## config.mk

```make
export PLATFORM = sky130hd
export DESIGN_NAME = bus_loop_gate
export DESIGN_NICKNAME = d
export VERILOG_FILES = /design/src/rtl/bus_gate_pkg.sv /design/src/rtl/blg_path_mux.sv /design/src/rtl/blg_ctl_edges.sv /design/src/rtl/blg_idle_qual.sv /design/src/rtl/bus_loop_gate.sv
export SDC_FILE = /design/constraint.sdc
export NUM_CORES = 1
export LEC_CHECK = 0
export BUFFER_PORTS_ARGS = -buffer_cell sky130_fd_sc_hd__buf_2
export CAP_MARGIN = 20
export CELL_PAD_IN_SITES_DETAIL_PLACEMENT = 1
export CELL_PAD_IN_SITES_GLOBAL_PLACEMENT = 1
export CORE_ASPECT_RATIO = 0.6
export CORE_MARGIN = 3
export CORE_UTILIZATION = 30
export CTS_BUF_LIST = sky130_fd_sc_hd__clkbuf_16
export DETAILED_ROUTE_END_ITERATION = 10
export PLACE_DENSITY_LB_ADDON = 0.1
export SETUP_SLACK_MARGIN = 0.15
export SLEW_MARGIN = 5
export SYNTH_ARGS = -nofsm -noshare
export SYNTH_HDL_FRONTEND = slang
export SYNTH_SLANG_ARGS = --single-unit
```

## constraint.sdc

```tcl
create_clock -name clk -period 2.3 [get_ports clk]
set_clock_uncertainty 0.2 [all_clocks]
set_input_delay 0.115 -clock clk [delete_from_list [all_inputs] [get_ports clk]]
set_output_delay 0.115 -clock clk [all_outputs]
set_load 0.01 [all_outputs]
```

## src/rtl/bus_gate_pkg.sv

```systemverilog
`timescale 1ns/1ps
package bus_gate_pkg;

    // Level of an undriven (passive) bus
    localparam logic BUS_PASSIVE = 1'b0;

    typedef struct packed {
        logic sm_reset;
        logic loopback;
    } gate_ctl_t;

    typedef struct packed {
        logic restart;
        logic sm_pulse;
        logic lb_err;
    } gate_evt_t;

    typedef struct packed {
        logic rx_ok;
        logic tx_ok;
    } qual_state_t;

    function automatic int unsigned sat_next(input int unsigned cur,
                                             input int unsigned lim);
        return (cur >= lim) ? lim : cur + 1;
    endfunction

endpackage

```

## src/rtl/blg_path_mux.sv

```systemverilog
`timescale 1ns/1ps
module blg_path_mux
    import bus_gate_pkg::*;
(
    input  logic loopback,
    input  logic pin_rx,
    input  logic tx_out,
    output logic filter_in,
    output logic pin_tx
);

    always_comb begin
        if (loopback) begin
            filter_in = tx_out;
            pin_tx    = BUS_PASSIVE;
        end else begin
            filter_in = pin_rx;
            pin_tx    = tx_out;
        end
    end

endmodule

```

## src/rtl/blg_ctl_edges.sv

```systemverilog
`timescale 1ns/1ps
module blg_ctl_edges
    import bus_gate_pkg::*;
(
    input  logic      clk,
    input  logic      rst,
    input  gate_ctl_t ctl,
    input  logic      tx_busy,
    output gate_evt_t evt
);

    gate_ctl_t ctl_q;
    logic      pulse_q;
    logic      err_q;
    logic      smr_fall;
    logic      lb_fall;
    logic      lb_change;

    always_comb begin
        smr_fall  = ctl_q.sm_reset & ~ctl.sm_reset;
        lb_fall   = ctl_q.loopback & ~ctl.loopback;
        lb_change = ctl_q.loopback ^ ctl.loopback;
    end

    always_ff @(posedge clk) begin
        if (rst) begin
            ctl_q   <= '0;
            pulse_q <= 1'b0;
            err_q   <= 1'b0;
        end else begin
            ctl_q   <= ctl;
            pulse_q <= smr_fall;
            err_q   <= lb_change & tx_busy;
        end
    end

    always_comb begin
        evt.restart  = rst | ctl.sm_reset | smr_fall | lb_fall;
        evt.sm_pulse = pulse_q;
        evt.lb_err   = err_q;
    end


    sm_pulse_single_chk: assert property (@(posedge clk) disable iff (rst)
        pulse_q |=> !pulse_q);


    lb_err_cause_chk: assert property (@(posedge clk) disable iff (rst)
        err_q |-> $past(tx_busy));

endmodule

```

## src/rtl/blg_idle_qual.sv

```systemverilog
`timescale 1ns/1ps
module blg_idle_qual
    import bus_gate_pkg::*;
#(
    parameter int unsigned EOF_CYC = 4000,
    parameter int unsigned IFS_CYC = 6000
) (
    input  logic clk,
    input  logic rst,
    input  logic restart,
    input  logic filt,
    output logic rx_en,
    output logic tx_en
);

    localparam int unsigned CNT_W = $clog2(IFS_CYC + 1);

    logic [CNT_W-1:0] cnt_q, cnt_d;
    qual_state_t      st_q, st_d;
    logic             idle;

    assign idle = (filt == BUS_PASSIVE);

    always_comb begin
        cnt_d = cnt_q;
        st_d  = st_q;
        if (restart) begin
            cnt_d = '0;
            st_d  = '0;
        end else if (!idle) begin
            cnt_d = '0;
        end else begin
            cnt_d = CNT_W'(sat_next(32'(cnt_q), IFS_CYC));
            if (32'(cnt_d) >= EOF_CYC) st_d.rx_ok = 1'b1;
            if (32'(cnt_d) >= IFS_CYC) st_d.tx_ok = 1'b1;
        end
    end

    always_ff @(posedge clk) begin
        if (rst) begin
            cnt_q <= '0;
            st_q  <= '0;
        end else begin
            cnt_q <= cnt_d;
            st_q  <= st_d;
        end
    end

    assign rx_en = st_q.rx_ok;
    assign tx_en = st_q.tx_ok;


    cnt_sat_chk: assert property (@(posedge clk) disable iff (rst)
        32'(cnt_q) <= IFS_CYC);


    tx_needs_rx_chk: assert property (@(posedge clk) disable iff (rst)
        tx_en |-> rx_en);


    restart_clear_chk: assert property (@(posedge clk) disable iff (rst)
        restart |=> (!rx_en && !tx_en));


    grant_hold_chk: assert property (@(posedge clk) disable iff (rst)
        (!restart && rx_en) |=> rx_en);


    rx_rise_idle_chk: assert property (@(posedge clk) disable iff (rst)
        $rose(rx_en) |-> $past(idle));

endmodule

```

## src/rtl/bus_loop_gate.sv

```systemverilog
`timescale 1ns/1ps
module bus_loop_gate
    import bus_gate_pkg::*;
#(
    parameter int unsigned EOF_CYC = 4000,
    parameter int unsigned IFS_CYC = 6000
) (
    input  logic clk,
    input  logic rst,
    input  logic ctl_sm_reset,
    input  logic ctl_loopback,
    input  logic tx_busy,
    input  logic pin_rx,
    output logic pin_tx,
    input  logic core_tx_out,
    output logic core_filter_in,
    output logic core_sm_rst,
    output logic core_rx_en,
    output logic core_tx_en,
    output logic proto_err
);

    gate_ctl_t ctl;
    gate_evt_t evt;

    assign ctl.sm_reset = ctl_sm_reset;
    assign ctl.loopback = ctl_loopback;

    blg_path_mux u_mux (
        .loopback  (ctl_loopback),
        .pin_rx    (pin_rx),
        .tx_out    (core_tx_out),
        .filter_in (core_filter_in),
        .pin_tx    (pin_tx)
    );

    blg_ctl_edges u_edges (
        .clk     (clk),
        .rst     (rst),
        .ctl     (ctl),
        .tx_busy (tx_busy),
        .evt     (evt)
    );

    blg_idle_qual #(
        .EOF_CYC (EOF_CYC),
        .IFS_CYC (IFS_CYC)
    ) u_qual (
        .clk     (clk),
        .rst     (rst),
        .restart (evt.restart),
        .filt    (core_filter_in),
        .rx_en   (core_rx_en),
        .tx_en   (core_tx_en)
    );

    assign core_sm_rst = evt.sm_pulse;
    assign proto_err   = evt.lb_err;


    lb_pin_quiet_chk: assert property (@(posedge clk) disable iff (rst)
        (ctl_loopback && $stable(ctl_loopback)) |-> (pin_tx == BUS_PASSIVE));

endmodule

```

==> results.md <==
- The run finished with clean final reports.
- The final standard cell count with taps included and fillers excluded is 173.
- In the routed design, unresolved DRC markers number 0.
- The netlist area before placement is 985 sq um.
- The total negative setup slack is 0 ns.
- The static power due to leakage is 0.465 nW.
- Based on the critical path, the design can be clocked at up to 506 MHz.
- The mean instance size in the synthesized netlist is 8.95 sq um.
- The combined buffer and inverter count along the critical path is 2.
- The clock tree from TritonCTS is yes.
- The wire length of the first global-routing pass is 4560 um.
- The post-detailed-route wirelength per cell is 15.0 um.
- Across the run, the number of max-cap violations was 0.
- The adder-cell share of the synthesized area is 3.81%.
- The ratio of final minimum period to clock period is 85.9%.
- The number of buffers created by CTS is 3.
- 13 I/O pins were placed.
- The worst path in the final design needs a cycle of 1.97 ns, including I/O delays and setup.
- The critical path is of the in2reg type.
- The tree is rooted in a sky130_fd_sc_hd__clkbuf_16.
- The category of the worst setup path capture point is a flip-flop.
- The clock input transition at the sequential cells of the worst setup and hold paths is 0.05 ns.
- Once the floorplan was initialized, standard cells occupied 32.8% of the core.
- Counting cells, the worst reg-to-reg path comes to 6.
- The worst-case IR drop observed on VDD is 260 uV.
- The total routed wirelength is 2590 um.
- The global-route usage over all layers is 14.6%.
- The net count after synthesis is 120.
- The maximum clock path buffer count is 2.
- Setup repair after global routing could not meet its margin everywhere.
- For the worst-skew pair, the clock arrives at the later sink with an insertion delay of 0.25 ns.
- Setup violations remaining at the end of the flow were counted as 0.
- The die area is 4030 sq um.
- STA classifies the critical path startpoint as a primary input.
- The final hold slack is 0.0881 ns.
- For the worst setup path, the data arrival time is 1.97 ns.
- The largest stage delay on the critical path is 0.55 ns.
- The floorplan die height is 50.4 um.
- Compared with the post-synthesis result, the final layout area differs by 25.0%.
- The number of H-tree levels is 1.
- Synthesis inferred 19 register bits.
- The floorplan has 15 rows.
- The slew at the pin closest to its max-slew limit is 0.621 ns.
- The via count of the first global-routing pass is 911.
- The final hold violation count came to 0.
- The congestion estimate from routability-driven global placement came to 0.835.
- STA puts the critical path data required time at 2.29 ns.
- Once detailed placement completed, the half-perimeter wirelength came to 1850 um.
- The number of input and output port buffers inserted is 12.
- The slowest cell on the critical path is sky130_fd_sc_hd__dlygate4sd3_1.
- The origin of the worst setup path is rst.
- Yosys mapped the design onto 36 distinct sky130hd cell types.
- The pre-antenna-repair detailed-routing pass consisted of 4 iterations.
- Synthesis produced a netlist whose cell count is 110.
- Entering global routing, the biggest net connects 11 pins.
- The origin of the critical flop-to-flop path is u_qual.cnt_q[0]$_SDFF_PP0_.
- The cell family contributing the most delay on the critical path is simple AND/OR/NAND/NOR gates.
- The sequential share of the synthesized area is 38.6%.
- The antenna violation net count after detailed routing is 0.
- The tree built by TritonCTS fans out to 19 sinks.
- The diode insertion count for antenna repair is 0.
- After detailed placement, the total cell area comes to 1100 sq um.
- The simple-gate portion of the synthesized area is 27.2%.
- The number of pins with negative max-slew slack in the final report came to 0.
- The initial DRC count is 26.
- The worst setup slack for register-to-register paths is 0.38 ns.
- The relative max-transition margin is 58.3%.
- The tightest min-delay check is of the in2reg type.
- The design draws 0.721 mW.
- At the end of the flow, the number of nets in the layout was 142.
- In this run, post-CTS repair resized a total of 0 instances.
- The last element of the critical path is u_qual.tx_en$_SDFFE_PP0P_.
- By area, the combinational part of the netlist is dominated by simple AND/OR/NAND/NOR gates.
- For this run, the number of Yosys warnings is 0.
- The reg-to-reg critical path endpoint is u_qual.tx_en$_SDFFE_PP0P_.
- Traced cell by cell, the critical path runs through dlygate4sd3_1 > buf_2 > nor4_2 > nand2b_1 > a21oi_2 > o211ai_1 > nand3_1.
- After Yosys synthesis, XOR and XNOR cells account for 8.89% of the synthesized area.
- Of the post-synthesis cell area, the part taken by muxes is 1.14%.
- The total overflow left after global routing is 0.
- Of the cells placed in the final design, the portion with a size suffix greater than 1 is 19.8%.
- Counting buffers and inverters, the worst setup path is 7 cells deep.
- The initial antenna violation count was 0.
- The area of the placeable core is 3000 sq um.
- The power per cell area is 585 nW/um^2.
- The fraction of the mapped netlist area in compound gates is 15.9%.
- After detailed routing, the number of vias per cell comes to 5.05.
- The final design area excluding fillers is 1230 sq um.
- Of all nets on the critical path, the largest fanout is 7.
- The die is 80.0 um wide.
- Counting tap cells, the placed design contains a total of 164 instances.
- Detailed routing inserted a total of 874 vias.
==> power by group <==
group          switching, mW  internal (mW)  total, mW
clock network          0.120          0.231      0.351
registers            0.00277          0.333      0.336
logic                 0.0161         0.0177     0.0338
total                  0.138          0.582      0.721
==> routing by layer <==
layer  track usage (%)  part of all wire [%]  vias up
met4              3.09                  0.54        0
met1              21.7                    52      418
met2              20.6                    42       20
li1                  -                     -      434
met5                 0                     0        -
met3              4.48                   5.5        2
==> timing repair <==
action / in CTS / in global routing
hold buffers: 5 / 0
setup endpoints to repair: 0 / 1
buffers inserted: 0 / 0
endpoints found under the hold margin: 4 / 0
==> cell type report <==
| type | instances | area (sq um) |
|---|---|---|
| clock buffers | 3 | 75.1 |
| clock inverters | 1 | 3.75 |
| fillers | 363 | 1770 |
| inverters | 7 | 26.3 |
| multi-input cells | 81 | 561 |
| flip-flops and latches | 19 | 380 |
| well taps | 42 | 52.6 |
| repair buffers | 20 | 133 |
==> worst register-to-register path, cell delays in order, from the launching register on <==
cell and delay, ns:
sky130_fd_sc_hd__dfxtp_1 0.46, sky130_fd_sc_hd__ha_1 0.21, sky130_fd_sc_hd__and3_1 0.31, sky130_fd_sc_hd__a32oi_1 0.13, sky130_fd_sc_hd__a21boi_0 0.31, sky130_fd_sc_hd__o211ai_1 0.14, sky130_fd_sc_hd__nand3_1 0.10
==> sequential cells by signal (all words and copies together), names as in the netlist <==
register,cells
u_qual.rx_en,1
u_edges.ctl_q,2
u_edges.pulse_q,1
u_qual.tx_en,1
u_edges.err_q,1
u_qual.cnt_q,13
==> synthesized netlist by cell type, drive strengths merged <==
library cell | count | area share (%)
a2111oi | 1 | 1.5
a21boi | 1 | 0.76
a21o | 1 | 0.76
a21oi | 10 | 5.5
a221o | 1 | 1.0
a32oi | 2 | 1.8
and2 | 1 | 0.64
and2b | 2 | 1.5
and3 | 3 | 1.9
and4 | 2 | 1.9
buf | 3 | 1.8
dfxtp | 19 | 39
ha | 3 | 3.8
inv | 7 | 2.7
mux2 | 1 | 1.1
nand2 | 7 | 2.7
nand2b | 1 | 0.64
nand3 | 7 | 3.6
nand4 | 3 | 2.5
nand4b | 1 | 0.89
nor2 | 8 | 3.8
nor2b | 2 | 1.3
nor3 | 3 | 1.5
nor3b | 4 | 3.0
nor4 | 1 | 1.3
o211ai | 3 | 2.3
o21ai | 1 | 0.51
o221a | 1 | 1.1
o22ai | 1 | 0.64
xnor2 | 7 | 6.2
xor2 | 3 | 2.7
==> cell families (layout without fill, tap and decap cells) <==
kind of cell | count (synthesis) | in the layout
and+or+nand+nor | 45 | 45
DFF | 19 | 19
muxes | 1 | 1
adders and majority gates | 3 | 3
xor gates and xnor gates | 10 | 10
AOI/OAI and AO/OA | 22 | 22
buffers and inverters | 10 | 31
==> metrics by stage <==
step                      util [%]  setup slack [ns]
after floorplan                  -             0.428
after global placement        36.7             0.397
after detailed placement      36.7             0.396
after CTS                     41.0             0.337
after global routing          41.0             0.124
final                         41.0             0.325
==> cells in the final DEF (no fill, tap or decap), types with 4 or more instances in the layout <==
cell type	n
sky130_fd_sc_hd__dfxtp_1	19
sky130_fd_sc_hd__buf_2	12
sky130_fd_sc_hd__a21oi_1	9
sky130_fd_sc_hd__inv_1	8
sky130_fd_sc_hd__nand3_1	7
sky130_fd_sc_hd__xnor2_1	7
sky130_fd_sc_hd__nand2_1	7
sky130_fd_sc_hd__nor2_1	7
sky130_fd_sc_hd__dlygate4sd3_1	5
sky130_fd_sc_hd__nor3b_1	4
==> how the worst min path moves through the flow <==
stage | startpoint | end | slack (ns) | cells past startpoint
after global routing | ctl_loopback | u_edges.err_q$_SDFF_PP0_ | 0.12 | 4
after CTS | ctl_loopback | u_edges.err_q$_SDFF_PP0_ | 0.07 | 4
after detailed placement | ctl_sm_reset | u_edges.pulse_q$_SDFF_PP0_ | 0.13 | 2
after global placement | ctl_sm_reset | u_edges.pulse_q$_SDFF_PP0_ | 0.13 | 2
final | ctl_loopback | u_edges.err_q$_SDFF_PP0_ | 0.09 | 4
after floorplan | rst | u_edges.ctl_q[0]$_SDFF_PP0_ | -0.02 | 1
(Power assumes the default switching activity.)
